`src/rtl/irqrd_pkg.sv`:
```
`timescale 1ns/1ps
package irqrd_pkg;

  typedef enum logic [3:0] {
    RG_NONE, RG_DOM, RG_CFG, RG_SETP, RG_SETPN, RG_CLRP, RG_CLRPN,
    RG_SETE, RG_SETEN, RG_CLRE, RG_CLREN, RG_LE, RG_BE, RG_GEN, RG_TGT
  } region_e;

  localparam int unsigned OFF_DOM   = 32'h0000;
  localparam int unsigned OFF_CFG   = 32'h0004;
  localparam int unsigned OFF_SETP  = 32'h1C00;
  localparam int unsigned OFF_SETPN = 32'h1CDC;
  localparam int unsigned OFF_CLRP  = 32'h1D00;
  localparam int unsigned OFF_CLRPN = 32'h1DDC;
  localparam int unsigned OFF_SETE  = 32'h1E00;
  localparam int unsigned OFF_SETEN = 32'h1EDC;
  localparam int unsigned OFF_CLRE  = 32'h1F00;
  localparam int unsigned OFF_CLREN = 32'h1FDC;
  localparam int unsigned OFF_LE    = 32'h2000;
  localparam int unsigned OFF_BE    = 32'h2004;
  localparam int unsigned OFF_GEN   = 32'h3000;
  localparam int unsigned OFF_TGT   = 32'h3004;

  localparam logic [31:0] DOM_FIXED = 32'h8000_0004;
  localparam logic [31:0] TGT_MASK  = 32'hFFFF_F7FF;
  localparam logic [31:0] GEN_MASK  = 32'hFFFC_0FFF;

  localparam logic [2:0] MD_OFF  = 3'd0;
  localparam logic [2:0] MD_FALL = 3'd5;
  localparam logic [2:0] MD_HI   = 3'd6;
  localparam logic [2:0] MD_LO   = 3'd7;

  function automatic logic [31:0] swap32(input logic [31:0] v);
    return {v[7:0], v[15:8], v[23:16], v[31:24]};
  endfunction

endpackage

```
`src/rtl/irqrd_decode.sv`:
```
`timescale 1ns/1ps
module irqrd_decode #(
  parameter int NSRC = 40,
  parameter int NW   = 2,
  parameter int AW   = 16
) (
  input  logic [AW-1:0]        addr,
  input  logic [2:0]           size,
  output irqrd_pkg::region_e   rg,
  output logic [AW-1:0]        idx
);
  import irqrd_pkg::*;

  localparam int unsigned ARR_BYTES = 4 * (NSRC - 1);
  localparam int unsigned BM_BYTES  = 4 * NW;

  int unsigned a;
  int unsigned tmp;

  always_comb begin
    a   = 32'(addr);
    rg  = RG_NONE;
    tmp = 0;
    if (addr[1:0] == 2'b00 && size == 3'd4) begin
      if (a == OFF_DOM) rg = RG_DOM;
      else if (a >= OFF_CFG && a < OFF_CFG + ARR_BYTES) begin
        rg = RG_CFG; tmp = ((a - OFF_CFG) >> 2) + 1;
      end
      else if (a >= OFF_SETP && a < OFF_SETP + BM_BYTES) begin
        rg = RG_SETP; tmp = (a - OFF_SETP) >> 2;
      end
      else if (a == OFF_SETPN) rg = RG_SETPN;
      else if (a >= OFF_CLRP && a < OFF_CLRP + BM_BYTES) begin
        rg = RG_CLRP; tmp = (a - OFF_CLRP) >> 2;
      end
      else if (a == OFF_CLRPN) rg = RG_CLRPN;
      else if (a >= OFF_SETE && a < OFF_SETE + BM_BYTES) begin
        rg = RG_SETE; tmp = (a - OFF_SETE) >> 2;
      end
      else if (a == OFF_SETEN) rg = RG_SETEN;
      else if (a >= OFF_CLRE && a < OFF_CLRE + BM_BYTES) begin
        rg = RG_CLRE; tmp = (a - OFF_CLRE) >> 2;
      end
      else if (a == OFF_CLREN) rg = RG_CLREN;
      else if (a == OFF_LE) rg = RG_LE;
      else if (a == OFF_BE) rg = RG_BE;
      else if (a == OFF_GEN) rg = RG_GEN;
      else if (a >= OFF_TGT && a < OFF_TGT + ARR_BYTES) begin
        rg = RG_TGT; tmp = ((a - OFF_TGT) >> 2) + 1;
      end
    end
    idx = AW'(tmp);
  end
endmodule

```
`src/rtl/irqrd_srcbank.sv`:
```
`timescale 1ns/1ps
module irqrd_srcbank #(
  parameter int NSRC = 40,
  parameter int AW   = 16
) (
  input  logic               clk,
  input  logic               rst,
  input  logic               we,
  input  irqrd_pkg::region_e rg,
  input  logic [AW-1:0]      idx,
  input  logic [31:0]        wdata,
  input  logic [NSRC-1:1]    src_in,
  output logic [NSRC-1:0]    pend,
  output logic [NSRC-1:0]    en,
  output logic [NSRC-1:0]    rect,
  output logic [3*NSRC-1:0]  md_flat
);
  import irqrd_pkg::*;

  logic [31:0] num;
  assign num = (rg == RG_BE) ? swap32(wdata) : wdata;

  assign pend[0]      = 1'b0;
  assign en[0]        = 1'b0;
  assign rect[0]      = 1'b0;
  assign md_flat[2:0] = MD_OFF;

  for (genvar s = 1; s < NSRC; s++) begin : g_src
    localparam int WI = s / 32;
    localparam int BI = s % 32;
    logic [2:0] md_q;
    logic       pend_q, en_q;
    logic       bm, nh, set_p, clr_p, set_e, clr_e, cfg_we, lvl, rin;

    assign bm     = (idx == AW'(WI)) && wdata[BI];
    assign nh     = (num == 32'(s));
    assign set_p  = we && ((rg == RG_SETP && bm) ||
                    ((rg == RG_SETPN || rg == RG_LE || rg == RG_BE) && nh));
    assign clr_p  = we && ((rg == RG_CLRP && bm) || (rg == RG_CLRPN && nh));
    assign set_e  = we && ((rg == RG_SETE && bm) || (rg == RG_SETEN && nh));
    assign clr_e  = we && ((rg == RG_CLRE && bm) || (rg == RG_CLREN && nh));
    assign cfg_we = we && (rg == RG_CFG) && (idx == AW'(s));
    assign lvl    = (md_q == MD_HI) || (md_q == MD_LO);
    assign rin    = (md_q != MD_OFF) &&
                    (src_in[s] ^ ((md_q == MD_FALL) || (md_q == MD_LO)));

    always_ff @(posedge clk) begin
      if (rst) begin
        md_q   <= MD_OFF;
        pend_q <= 1'b0;
        en_q   <= 1'b0;
      end else begin
        if (cfg_we) md_q <= wdata[10] ? MD_OFF : wdata[2:0];
        if (md_q != MD_OFF) begin
          if (set_p && (!lvl || rin)) pend_q <= 1'b1;
          else if (clr_p)             pend_q <= 1'b0;
        end
        if (set_e)      en_q <= 1'b1;
        else if (clr_e) en_q <= 1'b0;
      end
    end

    assign pend[s]          = pend_q;
    assign en[s]            = en_q;
    assign rect[s]          = rin;
    assign md_flat[3*s +: 3] = md_q;
  end
endmodule

```
`src/rtl/irqrd_tgt_ram.sv`:
```
`timescale 1ns/1ps
module irqrd_tgt_ram #(
  parameter int NSRC = 40,
  localparam int SW  = $clog2(NSRC)
) (
  input  logic          clk,
  input  logic          we,
  input  logic [SW-1:0] waddr,
  input  logic [31:0]   wdata,
  input  logic [SW-1:0] raddr,
  output logic [31:0]   rdata
);
  logic [31:0] mem [NSRC];

  always_ff @(posedge clk) begin
    if (we) mem[waddr] <= wdata;
    rdata <= mem[raddr];
  end
endmodule

```
`src/rtl/irq_regdec.sv`:
```
`timescale 1ns/1ps
module irq_regdec #(
  parameter int NSRC = 40,
  parameter int AW   = 16
) (
  input  logic             clk,
  input  logic             rst,
  input  logic             req_valid,
  input  logic             req_write,
  input  logic [AW-1:0]    req_addr,
  input  logic [2:0]       req_size,
  input  logic [31:0]      req_wdata,
  input  logic [NSRC-1:1]  src_in,
  output logic             rsp_valid,
  output logic             rsp_err,
  output logic [31:0]      rsp_rdata,
  output logic             ie_o,
  output logic [NSRC-1:0]  pend_o,
  output logic [NSRC-1:0]  en_o,
  output logic             msi_valid,
  output logic [13:0]      msi_hart,
  output logic [10:0]      msi_eiid
);
  import irqrd_pkg::*;

  localparam int NW = (NSRC + 31) / 32;
  localparam int SW = $clog2(NSRC);

  region_e           rg;
  logic [AW-1:0]     idx;
  logic              bad, wr, rd;
  logic [NSRC-1:0]   rect;
  logic [3*NSRC-1:0] md_flat;
  logic [32*NW-1:0]  pend_pad, en_pad, rect_pad;
  logic [31:0]       rd_n, rd_q, tgt_q, gen_q;
  logic              ie_q, tsel_q;
  int                ii;

  irqrd_decode #(.NSRC(NSRC), .NW(NW), .AW(AW)) dec_i (
    .addr(req_addr), .size(req_size), .rg(rg), .idx(idx)
  );

  assign bad = (rg == RG_NONE);
  assign wr  = req_valid && req_write && !bad;
  assign rd  = req_valid && !req_write && !bad;

  irqrd_srcbank #(.NSRC(NSRC), .AW(AW)) bank_i (
    .clk(clk), .rst(rst), .we(wr), .rg(rg), .idx(idx), .wdata(req_wdata),
    .src_in(src_in), .pend(pend_o), .en(en_o), .rect(rect), .md_flat(md_flat)
  );

  irqrd_tgt_ram #(.NSRC(NSRC)) tgt_i (
    .clk(clk), .we(wr && rg == RG_TGT), .waddr(SW'(idx)),
    .wdata(req_wdata & TGT_MASK), .raddr(SW'(idx)), .rdata(tgt_q)
  );

  assign pend_pad = (32*NW)'(pend_o);
  assign en_pad   = (32*NW)'(en_o);
  assign rect_pad = (32*NW)'(rect);

  always_comb begin
    ii   = int'(idx);
    rd_n = '0;
    unique case (rg)
      RG_DOM:  rd_n = DOM_FIXED | {23'd0, ie_q, 8'd0};
      RG_CFG:  rd_n = {29'd0, md_flat[3*ii +: 3]};
      RG_SETP: rd_n = pend_pad[32*ii +: 32];
      RG_CLRP: rd_n = rect_pad[32*ii +: 32];
      RG_SETE: rd_n = en_pad[32*ii +: 32];
      RG_GEN:  rd_n = gen_q;
      default: rd_n = '0;
    endcase
  end

  always_ff @(posedge clk) begin
    if (rst) begin
      ie_q      <= 1'b0;
      gen_q     <= '0;
      rsp_valid <= 1'b0;
      rsp_err   <= 1'b0;
      rd_q      <= '0;
      tsel_q    <= 1'b0;
      msi_valid <= 1'b0;
      msi_hart  <= '0;
      msi_eiid  <= '0;
    end else begin
      rsp_valid <= req_valid;
      rsp_err   <= req_valid && bad;
      rd_q      <= rd ? rd_n : '0;
      tsel_q    <= rd && (rg == RG_TGT);
      msi_valid <= wr && (rg == RG_GEN);
      if (wr && rg == RG_DOM) ie_q <= req_wdata[8];
      if (wr && rg == RG_GEN) begin
        gen_q    <= req_wdata & GEN_MASK;
        msi_hart <= req_wdata[31:18];
        msi_eiid <= req_wdata[10:0];
      end
    end
  end

  assign rsp_rdata = tsel_q ? tgt_q : rd_q;
  assign ie_o      = ie_q;
endmodule

```
`config.mk`:
```
export PLATFORM = sky130hd
export DESIGN_NAME = irq_regdec
export DESIGN_NICKNAME = d
export VERILOG_FILES = /design/src/rtl/irqrd_pkg.sv /design/src/rtl/irqrd_decode.sv /design/src/rtl/irqrd_srcbank.sv /design/src/rtl/irqrd_tgt_ram.sv /design/src/rtl/irq_regdec.sv
export SDC_FILE = /design/constraint.sdc
export NUM_CORES = 2
export LEC_CHECK = 0
export BUFFER_PORTS_ARGS = -buffer_cell sky130_fd_sc_hd__buf_2
export CAP_MARGIN = 20
export CORE_MARGIN = 10
export CORE_UTILIZATION = 50
export DETAILED_ROUTE_END_ITERATION = 10
export MAX_ROUTING_LAYER = met4
export PLACE_DENSITY = 0.77
export SYNTH_ARGS = -nofsm -noshare
export SYNTH_HDL_FRONTEND = slang
export SYNTH_SLANG_ARGS = --single-unit
```
`constraint.sdc`:
```
create_clock -name clk -period 9.5 [get_ports clk]
set_input_delay 0.475 -clock clk [delete_from_list [all_inputs] [get_ports clk]]
set_output_delay 0.475 -clock clk [all_outputs]
set_load 0.05 [all_outputs]
```
==> run_results.csv <==
group,metric,value,unit
outcome,run_status,"complete, no violations",
placement,dp.final_hpwl,156,mm
setup_path,crit_path_end_kind,"flop",
placement,detailed_place.area,0.0715,mm2
layout,sequential_cell_area,0.0430,mm2
floorplanning,die_height,391,um
run,cap_violations,0,
layout,flow.area_growth_from_synthesis,11.7,%
min_path,min_path_cells,2,
sta,peak_clock_frequency_supported_by_timing,153,MHz
global_routing,grt_antenna_before_repair,32,
clock_network,tritoncts,"yes",
clock_network,clk_pin_slew,0.07,ns
synthesis,asyncSetResetFlopFracSynth,0,%
detailed_routing,drtAntennaViolNets,0,
sta,timing.setup.tns,0,ns
clock_network,post-cts-setup-buffer-count,0,
setup_path,top_cell_family_by_delay_on_the_critical_path,"compound AO/OA/AOI/OAI gates",
global_routing,grt_start_max_net_pins,106,
synthesis,ys_ff_latch,1529,
floorplanning,die_width,391,um
clock_network,clk-insertion-delay-late,0.82,ns
clock_network,cts_max_level,4,
setup_path,crit_path_cell_trace,"buf_2 -> inv_1 -> ha_1 -> or3b_2 -> nand4bb_1 -> a221o_1 -> buf_4 -> a211oi_1 -> a31oi_4 -> a2111oi_4 -> buf_12 -> mux4_2 -> a221oi_1 -> nand3_1 -> and3_1",
placement,place.gp.congestion,1.04,
sta,period_needed,6.55,ns
detailed_routing,drtPass1Iterations,7,
setup_path,setup.worst_path.class,"input pin to flop",
setup_path,worst_reg2reg_path_depth,5,
synthesis,synth-warning-count,0,
floorplanning,design.die.area,0.153,mm2
sta,fin_skew,0.0585,ns
synthesis,postSynthCellCount,4820,
layout,post_route_cells_drive_above_1_share,23.3,%
synthesis,ys_types,108,
pwr,irDropWorstVdd,198,uV
layout,multiInputGateArea,0.0239,mm2
sta,timing.slew.headroom,16.9,%
detailed_routing,wl,247,mm
floorplanning,floorplan.initialDensity,50.2,%
setup_path,cp_num_buf_inv,4,
synthesis,synth_enable_flop_cells,1240,
global_routing,first_global_vias,45500,
floorplanning,placement_rows,136,
sta,hold_viol_final,0,
placement,port_buffers,232,
setup_path,timing.critical_path.slowest_stage_cell,"sky130_fd_sc_hd__a2111oi_4",
detailed_routing,number_of_design_rule_violations_left_by_the_first_detailed_router_iteration,9148,
setup_path,critPathMaxFanout,105,
detailed_routing,viasPerCell,7.08,
min_path,min_from,"rst",
layout,layout.cells.most_common,"sky130_fd_sc_hd__edfxtp_1",
global_routing,remaining_global_route_overflow,0,
layout,final_area,0.0768,mm2
pwr,leakagePower,0.0258,uW
floorplanning,design.core.area,0.137,mm2
detailed_routing,remaining_drc_errors,0,
synthesis,synth_flop_cell,"sky130_fd_sc_hd__edfxtp_1",
clock_network,number_of_cts_inserted_buffers,147,
sta,setup-violations-final,0,
floorplanning,ios,235,
detailed_routing,via_count,48600,
synthesis,syn_area_per_cell,14.3,um2
layout,layout_common_cells,"sky130_fd_sc_hd__edfxtp_1 (1240), sky130_fd_sc_hd__mux4_2 (329), sky130_fd_sc_hd__nor2_1 (320), sky130_fd_sc_hd__dfxtp_1 (288), sky130_fd_sc_hd__nand2_1 (267)",
detailed_routing,wl_per_cell,36.0,um
min_path,timing.hold.worst.class,"input pin to flop",
pwr,cellPowerDensity,178,mW/mm2
sta,timing_worst_slew_pin_value,1.24,ns
setup_path,critical_path.reg2reg.endpoint,"tgt_i.rdata[10]$_DFF_P_",
layout,layout.core_utilization,56.1,%
setup_path,critical_path_required,10.21,ns
clock_network,cts.root.buffer_cell,"sky130_fd_sc_hd__clkbuf_16",
min_path,whs_endpoint,"bank_i.g_src[25].md_q[1]$_SDFFE_PP0P_",
layout,fillers,10300,
clock_network,ctsLongestPathBuffers,3,
setup_path,setup.reg_to_reg.worst_slack,6.97,ns
sta,final.period_utilization,69.0,%
sta,grt_setup_unrepaired,"false",
sta,smallest_hold_slack,0.0605,ns
layout,final_net_count,5025,
synthesis,netlist_area,0.0687,mm2
setup_path,worstSetupStartpointType,"input pin",
sta,drv_slew,0,
clock_network,cts.sinks,1529,
setup_path,max_stage_delay,1.01,ns
setup_path,worst-endpoint-arrival,7.26,ns
global_routing,global_route_wire_length_before_repair,346,mm
global_routing,grt_use_total,32.5,%
synthesis,synth_seq_area_share,62.6,%
setup_path,worstReg2RegStart,"tgt_i.mem[3][10]$_DFFE_PP_",
## registers in the layout (all words and copies together) (netlist names), 3 cells and up
name and flops:
rd_q 32, msi_hart 13, bank_i.g_src.md_q 117, tgt_i.rdata 31
tgt_i.mem 1240, msi_eiid 10, bank_i.g_src.pend_q 39, bank_i.g_src.en_q 39
gen_q 3
## layer usage
layer  routed length [um]  GRT usage [%]
met2               109000           47.1
met4                19500           20.1
met3                35900           9.67
met5                    0              -
met1                82100           40.0
## cell families (layout without fill, tap and decap cells)
family,count (synthesis),count (layout),share of synthesized area [%]
compound gates,896,896,9.07
mux,527,527,13.7
other cells,1,28,0.00545
buf+inv,460,678,3.49
xor+xnor,64,64,0.815
fa+ha+maj,15,15,0.273
flops,1529,1529,62.6
simple gates,1328,1328,10.0
## how the worst max path moves through the flow
stage	startpoint	endpoint	slack (ns)	cells after the start
floorplan	req_addr[3]	tgt_i.mem[27][0]$_DFFE_PP_	3.60	17
finish	req_addr[3]	tgt_i.rdata[7]$_DFF_P_	2.95	15
global route	req_addr[3]	tgt_i.mem[29][26]$_DFFE_PP_	2.85	17
CTS	req_addr[3]	tgt_i.mem[24][30]$_DFFE_PP_	3.28	17
detailed placement	req_addr[3]	tgt_i.mem[24][30]$_DFFE_PP_	2.47	17
global placement	req_addr[3]	tgt_i.mem[25][30]$_DFFE_PP_	2.59	17
## repair_timing
item	in CTS	in global routing
endpoints found under the hold margin	5	0
hold buffers	3	0
resized for setup	0	0
setup endpoints to repair	0	0
## Yosys cell counts (23+ instances only)
cell type,count,share of area (%)
sky130_fd_sc_hd__a221o_1,27,0.39
sky130_fd_sc_hd__nor3_1,144,1.0
sky130_fd_sc_hd__buf_1,27,0.15
sky130_fd_sc_hd__a21oi_1,198,1.4
sky130_fd_sc_hd__a41oi_1,23,0.29
sky130_fd_sc_hd__mux2_2,41,0.67
sky130_fd_sc_hd__buf_4,145,1.6
sky130_fd_sc_hd__a31o_2,38,0.48
sky130_fd_sc_hd__dfxtp_1,289,8.4
sky130_fd_sc_hd__a22oi_1,49,0.54
sky130_fd_sc_hd__mux4_2,329,11
sky130_fd_sc_hd__a221oi_1,29,0.37
sky130_fd_sc_hd__xnor2_1,57,0.73
sky130_fd_sc_hd__edfxtp_1,1240,54
sky130_fd_sc_hd__nor2_1,365,2.0
sky130_fd_sc_hd__nor2b_1,96,0.87
sky130_fd_sc_hd__o21ai_0,166,1.2
sky130_fd_sc_hd__or3_1,34,0.31
sky130_fd_sc_hd__nand2b_1,46,0.42
sky130_fd_sc_hd__o31ai_1,38,0.41
sky130_fd_sc_hd__clkbuf_1,171,0.93
sky130_fd_sc_hd__nand2_1,267,1.5
sky130_fd_sc_hd__a31oi_1,49,0.45
sky130_fd_sc_hd__a211oi_1,38,0.41
sky130_fd_sc_hd__o211ai_1,31,0.34
sky130_fd_sc_hd__mux2i_1,157,2.3
sky130_fd_sc_hd__nor4_1,35,0.32
sky130_fd_sc_hd__inv_1,34,0.19
sky130_fd_sc_hd__a41o_1,25,0.36
sky130_fd_sc_hd__buf_2,79,0.58
sky130_fd_sc_hd__nand4_1,39,0.35
sky130_fd_sc_hd__o21a_1,40,0.44
sky130_fd_sc_hd__nand3_1,138,1.0
## through the flow
stage / setup slack, ns / total power, uW / instances
finish: 2.95 / 13700 / 6859
CTS: 3.28 / 13700 / 6819
floorplan: 3.60 / 7500 / 4821
detailed placement: 2.47 / 7750 / 6544
global placement: 2.59 / 7740 / 6537
global route: 2.85 / 13900 / 6851
## area by class of cell
class	count	area share, %
flip-flops and latches	1529	56.0
multi-input cells	2832	31.1
clock buffers	190	5.24
repair buffers	372	3.27
well taps	1794	2.92
clock inverters	82	1.22
inverters	34	0.166
diodes	26	0.0847
## power by group
| part | total [uW] | internal, uW | switching (uW) | leakage, uW |
|---|---|---|---|---|
| sequential | 7230 | 7230 | 1.34 | 0.0135 |
| combinational | 399 | 76.3 | 323 | 0.00991 |
| clock | 6080 | 3370 | 2710 | 0.00242 |
| total | 13700 | 10700 | 3030 | 0.0258 |
Power figures use the tool's default switching activity.
